`config.mk`:
```
export PLATFORM = sky130hd
export DESIGN_NAME = chg_seq_ctrl
export DESIGN_NICKNAME = d
export VERILOG_FILES = /design/src/rtl/chg_seq_pkg.sv /design/src/rtl/chg_prescaler.sv /design/src/rtl/chg_charge_timer.sv /design/src/rtl/chg_lowcell_watch.sv /design/src/rtl/chg_seq_ctrl.sv
export SDC_FILE = /design/constraint.sdc
export NUM_CORES = 1
export LEC_CHECK = 0
export ABC_AREA = 1
export CAP_MARGIN = 20
export CORE_UTILIZATION = 40
export DETAILED_ROUTE_END_ITERATION = 6
export DONT_BUFFER_PORTS = 1
export PLACE_DENSITY = 0.54
export REMOVE_ABC_BUFFERS = 1
export SYNTH_ARGS = -nofsm -noshare
export SYNTH_HDL_FRONTEND = slang
export SYNTH_HIERARCHICAL = 1
export SYNTH_SLANG_ARGS = --single-unit
```
`constraint.sdc`:
```
create_clock -name clk -period 2.7 [get_ports clk]
set_input_delay 0.135 -clock clk [delete_from_list [all_inputs] [get_ports clk]]
set_output_delay 0.135 -clock clk [all_outputs]
set_load 0.02 [all_outputs]
```
`src/rtl/chg_seq_pkg.sv`:
```
package chg_seq_pkg;
  typedef enum logic [2:0] {
    ST_IDLE   = 3'd0,
    ST_CHARGE = 3'd1,
    ST_HOLD   = 3'd2,
    ST_DONE   = 3'd3,
    ST_FAULT  = 3'd4
  } chg_state_e;
endpackage

```
`src/rtl/chg_prescaler.sv`:
```
module chg_prescaler #(
  parameter int PRESCALE = 4
) (
  input  logic clk,
  input  logic rst_n,
  input  logic clr,
  input  logic en,
  input  logic tick_in,
  output logic tick_p
);
  localparam int PW = (PRESCALE > 1) ? $clog2(PRESCALE) : 1;

  generate
    if (PRESCALE > 1) begin : g_div
      logic [PW-1:0] cnt;
      logic          wrap;
      assign wrap   = (cnt == PW'(PRESCALE - 1));
      assign tick_p = en && tick_in && wrap;
      always_ff @(posedge clk or negedge rst_n) begin
        if (!rst_n)              cnt <= '0;
        else if (clr)            cnt <= '0;
        else if (en && tick_in)  cnt <= wrap ? '0 : cnt + 1'b1;
      end
    end else begin : g_pass
      logic unused_ok;
      assign unused_ok = clk ^ rst_n ^ clr;
      assign tick_p    = en && tick_in;
    end
  endgenerate
endmodule

```
`src/rtl/chg_charge_timer.sv`:
```
module chg_charge_timer #(
  parameter int TW = 16
) (
  input  logic          clk,
  input  logic          rst_n,
  input  logic          clr,
  input  logic          load,
  input  logic [TW-1:0] load_val,
  input  logic          tick_p,
  input  logic [TW-1:0] total,
  output logic [TW-1:0] elapsed,
  output logic          expired
);
  assign expired = (elapsed >= total);

  always_ff @(posedge clk or negedge rst_n) begin
    if (!rst_n)                       elapsed <= '0;
    else if (clr)                     elapsed <= '0;
    else if (load)                    elapsed <= load_val;
    else if (tick_p && !expired)      elapsed <= elapsed + 1'b1;
  end
endmodule

```
`src/rtl/chg_lowcell_watch.sv`:
```
module chg_lowcell_watch #(
  parameter int TW = 16
) (
  input  logic          clk,
  input  logic          rst_n,
  input  logic          clr,
  input  logic          cell_low,
  input  logic          tick_p,
  input  logic [TW-1:0] limit,
  output logic          expire
);
  logic [TW-1:0] persist;

  assign expire = cell_low && (persist >= limit);

  always_ff @(posedge clk or negedge rst_n) begin
    if (!rst_n)                          persist <= '0;
    else if (clr || !cell_low)           persist <= '0;
    else if (tick_p && persist < limit)  persist <= persist + 1'b1;
  end
endmodule

```
`src/rtl/chg_seq_ctrl.sv`:
```
module chg_seq_ctrl
  import chg_seq_pkg::*;
#(
  parameter int TW       = 16,
  parameter int PRESCALE = 4
) (
  input  logic          clk,
  input  logic          rst_n,
  input  logic          tick_in,
  input  logic          adapter_ok,
  input  logic          shdn,
  input  logic          cell_low,
  input  logic          below_recharge,
  input  logic          c10_hit,
  input  logic          ilim_active,
  input  logic          therm_bad,
  input  logic          term_defeat_n,
  input  logic [TW-1:0] total_time,
  output logic          chg_en,
  output logic          stat_n,
  output logic          fault_n,
  output logic          c10_flag_n
);
  function automatic logic [TW-1:0] quarter_of(input logic [TW-1:0] t);
    return t >> 2;
  endfunction

  function automatic logic [TW-1:0] rewind_point(input logic [TW-1:0] t);
    return t - quarter_of(t);
  endfunction

  chg_state_e    st, nxt;
  logic          go_idle, clr, run, tick_p;
  logic          timeout, low_expire, c10_evt, c10_latched, restart_evt;
  logic [TW-1:0] elapsed;

  assign go_idle     = shdn || !adapter_ok;
  assign run         = (st == ST_CHARGE) && !go_idle;
  assign restart_evt = (st == ST_DONE) && below_recharge;
  assign clr         = go_idle || (st == ST_IDLE) || restart_evt;
  assign c10_evt     = run && c10_hit && !ilim_active && !c10_latched;

  chg_prescaler #(.PRESCALE(PRESCALE)) u_pre (
    .clk     (clk),
    .rst_n   (rst_n),
    .clr     (clr),
    .en      (run),
    .tick_in (tick_in),
    .tick_p  (tick_p)
  );

  chg_charge_timer #(.TW(TW)) u_tmr (
    .clk      (clk),
    .rst_n    (rst_n),
    .clr      (clr),
    .load     (c10_evt),
    .load_val (rewind_point(total_time)),
    .tick_p   (tick_p),
    .total    (total_time),
    .elapsed  (elapsed),
    .expired  (timeout)
  );

  chg_lowcell_watch #(.TW(TW)) u_low (
    .clk      (clk),
    .rst_n    (rst_n),
    .clr      (clr),
    .cell_low (cell_low),
    .tick_p   (tick_p),
    .limit    (quarter_of(total_time)),
    .expire   (low_expire)
  );

  always_comb begin
    nxt = st;
    if (go_idle) begin
      nxt = ST_IDLE;
    end else begin
      case (st)
        ST_IDLE:   nxt = ST_CHARGE;
        ST_CHARGE: begin
          if (low_expire)                     nxt = ST_FAULT;
          else if (therm_bad)                 nxt = ST_HOLD;
          else if (timeout && term_defeat_n)  nxt = ST_DONE;
        end
        ST_HOLD:   if (!therm_bad)      nxt = ST_CHARGE;
        ST_DONE:   if (below_recharge)  nxt = ST_CHARGE;
        ST_FAULT:  nxt = ST_FAULT;
        default:   nxt = ST_IDLE;
      endcase
    end
  end

  always_ff @(posedge clk or negedge rst_n) begin
    if (!rst_n) st <= ST_IDLE;
    else        st <= nxt;
  end

  always_ff @(posedge clk or negedge rst_n) begin
    if (!rst_n)        c10_latched <= 1'b0;
    else if (clr)      c10_latched <= 1'b0;
    else if (c10_evt)  c10_latched <= 1'b1;
  end

  assign chg_en     = (st == ST_CHARGE);
  assign stat_n     = !((st == ST_CHARGE) || (st == ST_HOLD));
  assign fault_n    = !((st == ST_FAULT) || (st == ST_HOLD));
  assign c10_flag_n = !c10_latched;
endmodule


```
# Yosys cells after proc, flatten, opt, wreduce, memory -nomap -nowiden
# Cells that the tools add are included.
# totals
ff_bits	38
output_inout_bits	4
# op_classes
muxes	17
eq_ne	8
add_sub_neg	4
n_lt_le_gt_ge	3
n_reduce_logical	31
# ops
op	n
$mux W16	5
$add A16 B1 Y16 const B	2
$mux W3	6
$ge A16 B14 Y1	1
$ge A16 B16 Y1	1
$lt A16 B14 Y1	1
$sub A16 B14 Y16	1
$pmux W3 S5	1
$logic_and A1 B1 Y1	11
$logic_not A1 Y1	8
$eq A3 B2 Y1 const B	2
$logic_or A1 B1 Y1	6
$mux W2	3
$ne A3 B3 Y1 const B	2
$reduce_bool A2 Y1	3
$ne A5 B2 Y1 const B	1
$eq A3 B1 Y1 const B	1
$eq A3 B3 Y1 const B	1
$logic_not A3 Y1	1
$reduce_and A3 Y1	1
$reduce_bool A3 Y1	1
$add A2 B1 Y2 const B	1
$eq A2 B2 Y1 const B	1
$mux W1	2

# Logic depth before layout (Yosys ltp)
# depth
ltp_word	10
ltp_mapped	19
mapped_depth_nobuf	19

# Hierarchy
# Netlist, hierarchy kept.
# by_module_without_submodules
module	seq_area_each_um2	area_each_um2	n_inst	cells_each
chg_charge_timer	400.4	1749.2	1	277
chg_lowcell_watch	400.4	1567.8	1	222
chg_seq_ctrl	100.1	1247.4	1	236
chg_prescaler	50.0	115.1	1	15

# Worst setup path after synthesis
# OpenSTA, ideal clock, no wires.
# synth_path
path_kind	register to register
start	register u_low.persist[9]
end	register st[0]
setup_slack_ns	0.768
path_buffers	0
path_stages_with_launch	16
arrival_time_ns	1.815
required_ns	2.583
cell_sequence	dfrtp_1 ha_1 nand2_1 nand2_1 nand3_1 nand2_1 a21oi_2 nand2_1 o21ai_0 inv_1 nor2_1 nand3_1 nand3_2 nand2_2 nand2_1 nand2_1
# synth_between
elab_chain_len	5
elab_cells_between_ends	7
classes_between	order compare (1); eq/ne (1); mux (3); reduce/logical (2)
# synth_lines
item	line_no	source
start: declaration	chg_lowcell_watch.sv:12	logic [TW-1:0] persist;
start signal: assignment	chg_lowcell_watch.sv:19	else if (tick_p && persist < limit) persist <= persist + 1'b1;
$ge A16 B14 Y1 (*)	chg_lowcell_watch.sv:14	assign expire = cell_low && (persist >= limit);
$logic_and A1 B1 Y1 (*)	chg_lowcell_watch.sv:14	
named net low_expire	chg_seq_ctrl.sv:34	logic timeout, low_expire, c10_evt, c10_latched, restart_evt;
$mux W3	chg_seq_ctrl.sv:82	if (low_expire) nxt = ST_FAULT;
$pmux W3 S5	chg_seq_ctrl.sv:79	case (st)
$mux W3	chg_seq_ctrl.sv:76	if (go_idle) begin
end signal: assignment	chg_seq_ctrl.sv:96	else st <= nxt;
end: declaration	chg_seq_ctrl.sv:32	chg_state_e st, nxt;
# The timed path passes the listed nets; every way through them passes the cells marked *.
# A chain may end at the register's enable or synchronous reset.

# Worst setup path in the final report
# layout_path
start	register u_low.persist[9]
end	register st[1]
# The elaborated chain is that of the path after synthesis.

==> run summary <==
P_leak: 2.779 nW
commonest cells after routing, fill and taps aside: 221 x nand2_1, 122 x inv_1, 69 x nand3_1, 67 x nor2_1, 49 x ha_1
PD cells: 336.9 nW/µm²
clk root buf: clkbuf_16
Yosys top cell area share: 20.32%
post-DP HPWL: 9869 µm
Setup Total Neg Slack: 0 ns
Worst Hold Class: primary input to flop
maximum vdd drop: 0.2614 mV
register area share after synthesis: 20.32%
Slew Limit Fails: 0
Starting Density: 40.98%
Yosys warning count: 6
Core Util, Final: 43.94%
Crit. End Element: flop
Worst EP arrival: 2.45 ns
slew at the pin with the worst max-slew slack: 0.7579 ns
synthesized instance count: 750
fillers: 1246
Starting DRT DRC Count: 255
Final WS setup: 0.4285 ns
CP Max Fanout: 6
Clock Sinks: 38
Synth area leader: dfrtp_1
CP Launch Type: flop
worst-skew pair later-pin latency: 0.29 ns
Ports: 31
share of layout cells above drive strength 1: 10.65%
clock slew at reported path FFs: 0.06 ns
site row count: 39
Crit Path Category: flop to flop
multi-input logic area: 3123 µm²
status: completed
slew margin rel.: 49.42%
RePlAce Congestion: 0.8523
number of synthesized register bits: 38
H-tree depth: 2
Max-Cap Viols: 0
Port Buffers: 0
Core ar.: 11420 µm²
first-pass GRT wire length: 20750 µm
Final Hold Fails: 0
final period utilization: 84.13%
Area growth syn-to-layout: 7.219%
commonest non-fill, non-tap cell in the layout: nand2_1
vias in the first global route: 4290
final instance area: 5017 µm²
largest net degree at the start of global routing: 39
DRT Pass-1 Iters: 6
antenna cells: 0
CTS tree: yes
Reg area: 950.9 µm²
post-route ant nets: 0
Setup Skew: 0.008771 ns
Main synth FF type: dfrtp_1
Clock Path Buffers: 2
Post-layout nets: 827
routed len/inst: 13.96 µm
Total Power: 1.690 mW
Mapped Avg Cell Area: 6.239 µm²
global route overflow: 0
Final min period: 2.272 ns
number of synthesized flops with an enable pin: 0
Placement Setup Slack: 0.4472 ns
CP Data Required Time: 2.88 ns
routed vias/inst: 5.104
Post-Syn Area: 4679 µm²
CTS buffer count: 5
initial antenna violation count: 0
# setup viols final: 0
die area: 12140 µm²
die width: 110.2 µm
drt total wl: 12480 µm
Post-Place Cell Area: 4793 µm²
unrepaired setup endpoints after global routing: no
residual DRC count: 0
Synth cell types: 43
GRT Overall Usage: 22.22%
via count: 4563
async set-reset flop share out of synthesis: 100.0%
f_max: 440.2 MHz
CTS resizes: 0
synth top area cells: dfrtp_1 20%, nand2_1 18%, ha_1 13%
Die H: 110.2 µm
==> kinds of logic after synthesis <==
family | count (synthesis) | synth area share [%]
buffers and inverters | 150 | 13.02
other | 1 | 0.08014
adder cells (fa/ha/maj) | 50 | 13.53
AO/OA/AOI/OAI | 53 | 6.283
XOR/XNOR | 20 | 3.743
flip-flops | 38 | 20.32
AND/OR/NAND/NOR | 438 | 43.02
==> critical path: stages (launching register included) <==
cell and delay (ns):
dfrtp_1 0.46, ha_1 0.32, nand2_1 0.07, nand2_1 0.05
nand3_1 0.06, nand2_1 0.07, a21oi_2 0.27, nand2_1 0.08
o21ai_0 0.17, inv_1 0.11, nor2_1 0.14, nand3_1 0.12
nand3_2 0.10, nand2_2 0.05, nand2_1 0.05, nand2_1 0.05
==> stage by stage <==
step | hold slack, ns | std cells
after CTS | 0.01419 | 894
after floorplan | -0.1606 | 737
after detailed placement | -0.1592 | 884
after global placement | -0.1588 | 884
after global routing | 0.02817 | 894
final | 0.02297 | 894
==> final cells by class <==
type	count	area share, %
multi-input combinational	563	62.24
tap	143	3.566
sequential	38	18.95
inverter	136	10.17
clock inverter	3	1.372
clock buffer	5	2.494
timing repair buffer	6	1.197
==> synthesized netlist by cell type, types with 2 or more instances <==
cell / count
o211ai_1: 2
o21ai_0: 7
a21oi_1: 30
nand2_4: 2
clkinv_1: 2
nor2_4: 5
o21ai_1: 6
nor3_2: 3
nand4_1: 19
clkbuf_1: 2
buf_2: 7
nand3_4: 2
nor2_1: 67
xnor2_1: 8
a21oi_2: 3
nand2_2: 29
dfrtp_1: 38
nor2_2: 7
a211oi_1: 3
nand3_1: 69
nor3_1: 3
buf_4: 2
inv_1: 122
nand2_1: 221
xor2_1: 12
or2_1: 2
ha_1: 49
nand3_2: 2
inv_2: 12
==> sequential cells by signal, indices dropped and copies added, names as in the netlist <==
signal and flops:
u_tmr/elapsed 16, u_pre/g_div.cnt 2, st 3, u_low/persist 16
c10_latched 1
==> power breakdown <==
part	switching [mW]	internal [mW]	total [mW]
Clock	0.256	0.531	0.787
Sequential	0.00463	0.572	0.577
Combinational	0.218	0.108	0.326
==> final timing paths <==
path	end	slack, ns	depth (start not counted)	startpoint
min in group asynchronous	u_tmr/elapsed[11]$_DFFE_PN0P_	0.34	2	rst_n
max reg2reg	st[1]$_DFFE_PN0P_	0.43	15	u_low/persist[9]$_DFFE_PN0P_
max in group asynchronous	u_low/persist[6]$_DFFE_PN0P_	2.16	2	rst_n
min	c10_latched$_DFFE_PN0P_	0.02	2	c10_hit
min reg2reg	u_pre/g_div.cnt[1]$_DFFE_PN0P_	0.54	2	u_pre/g_div.cnt[1]$_DFFE_PN0P_
max	st[1]$_DFFE_PN0P_	0.43	15	u_low/persist[9]$_DFFE_PN0P_
==> repair_timing <==
| action | in CTS | in global routing |
|---|---|---|
| hold endpoints to repair | 38 | 0 |
| hold buffers | 2 | 0 |
| setup buffers | 0 | 0 |
==> routing by layer <==
layer  part of all wire [%]  up-vias  track usage [%]  routed length, µm
li1                       -     2345                -                  -
met1                     50     2127            30.67               6226
met2                     45       80            36.92               5597
met3                    4.1       11            3.057                512
met4                    1.2        0            4.511                146
met5                      0        -                0                  0
No activity file was read; power rests on OpenSTA's default activity.
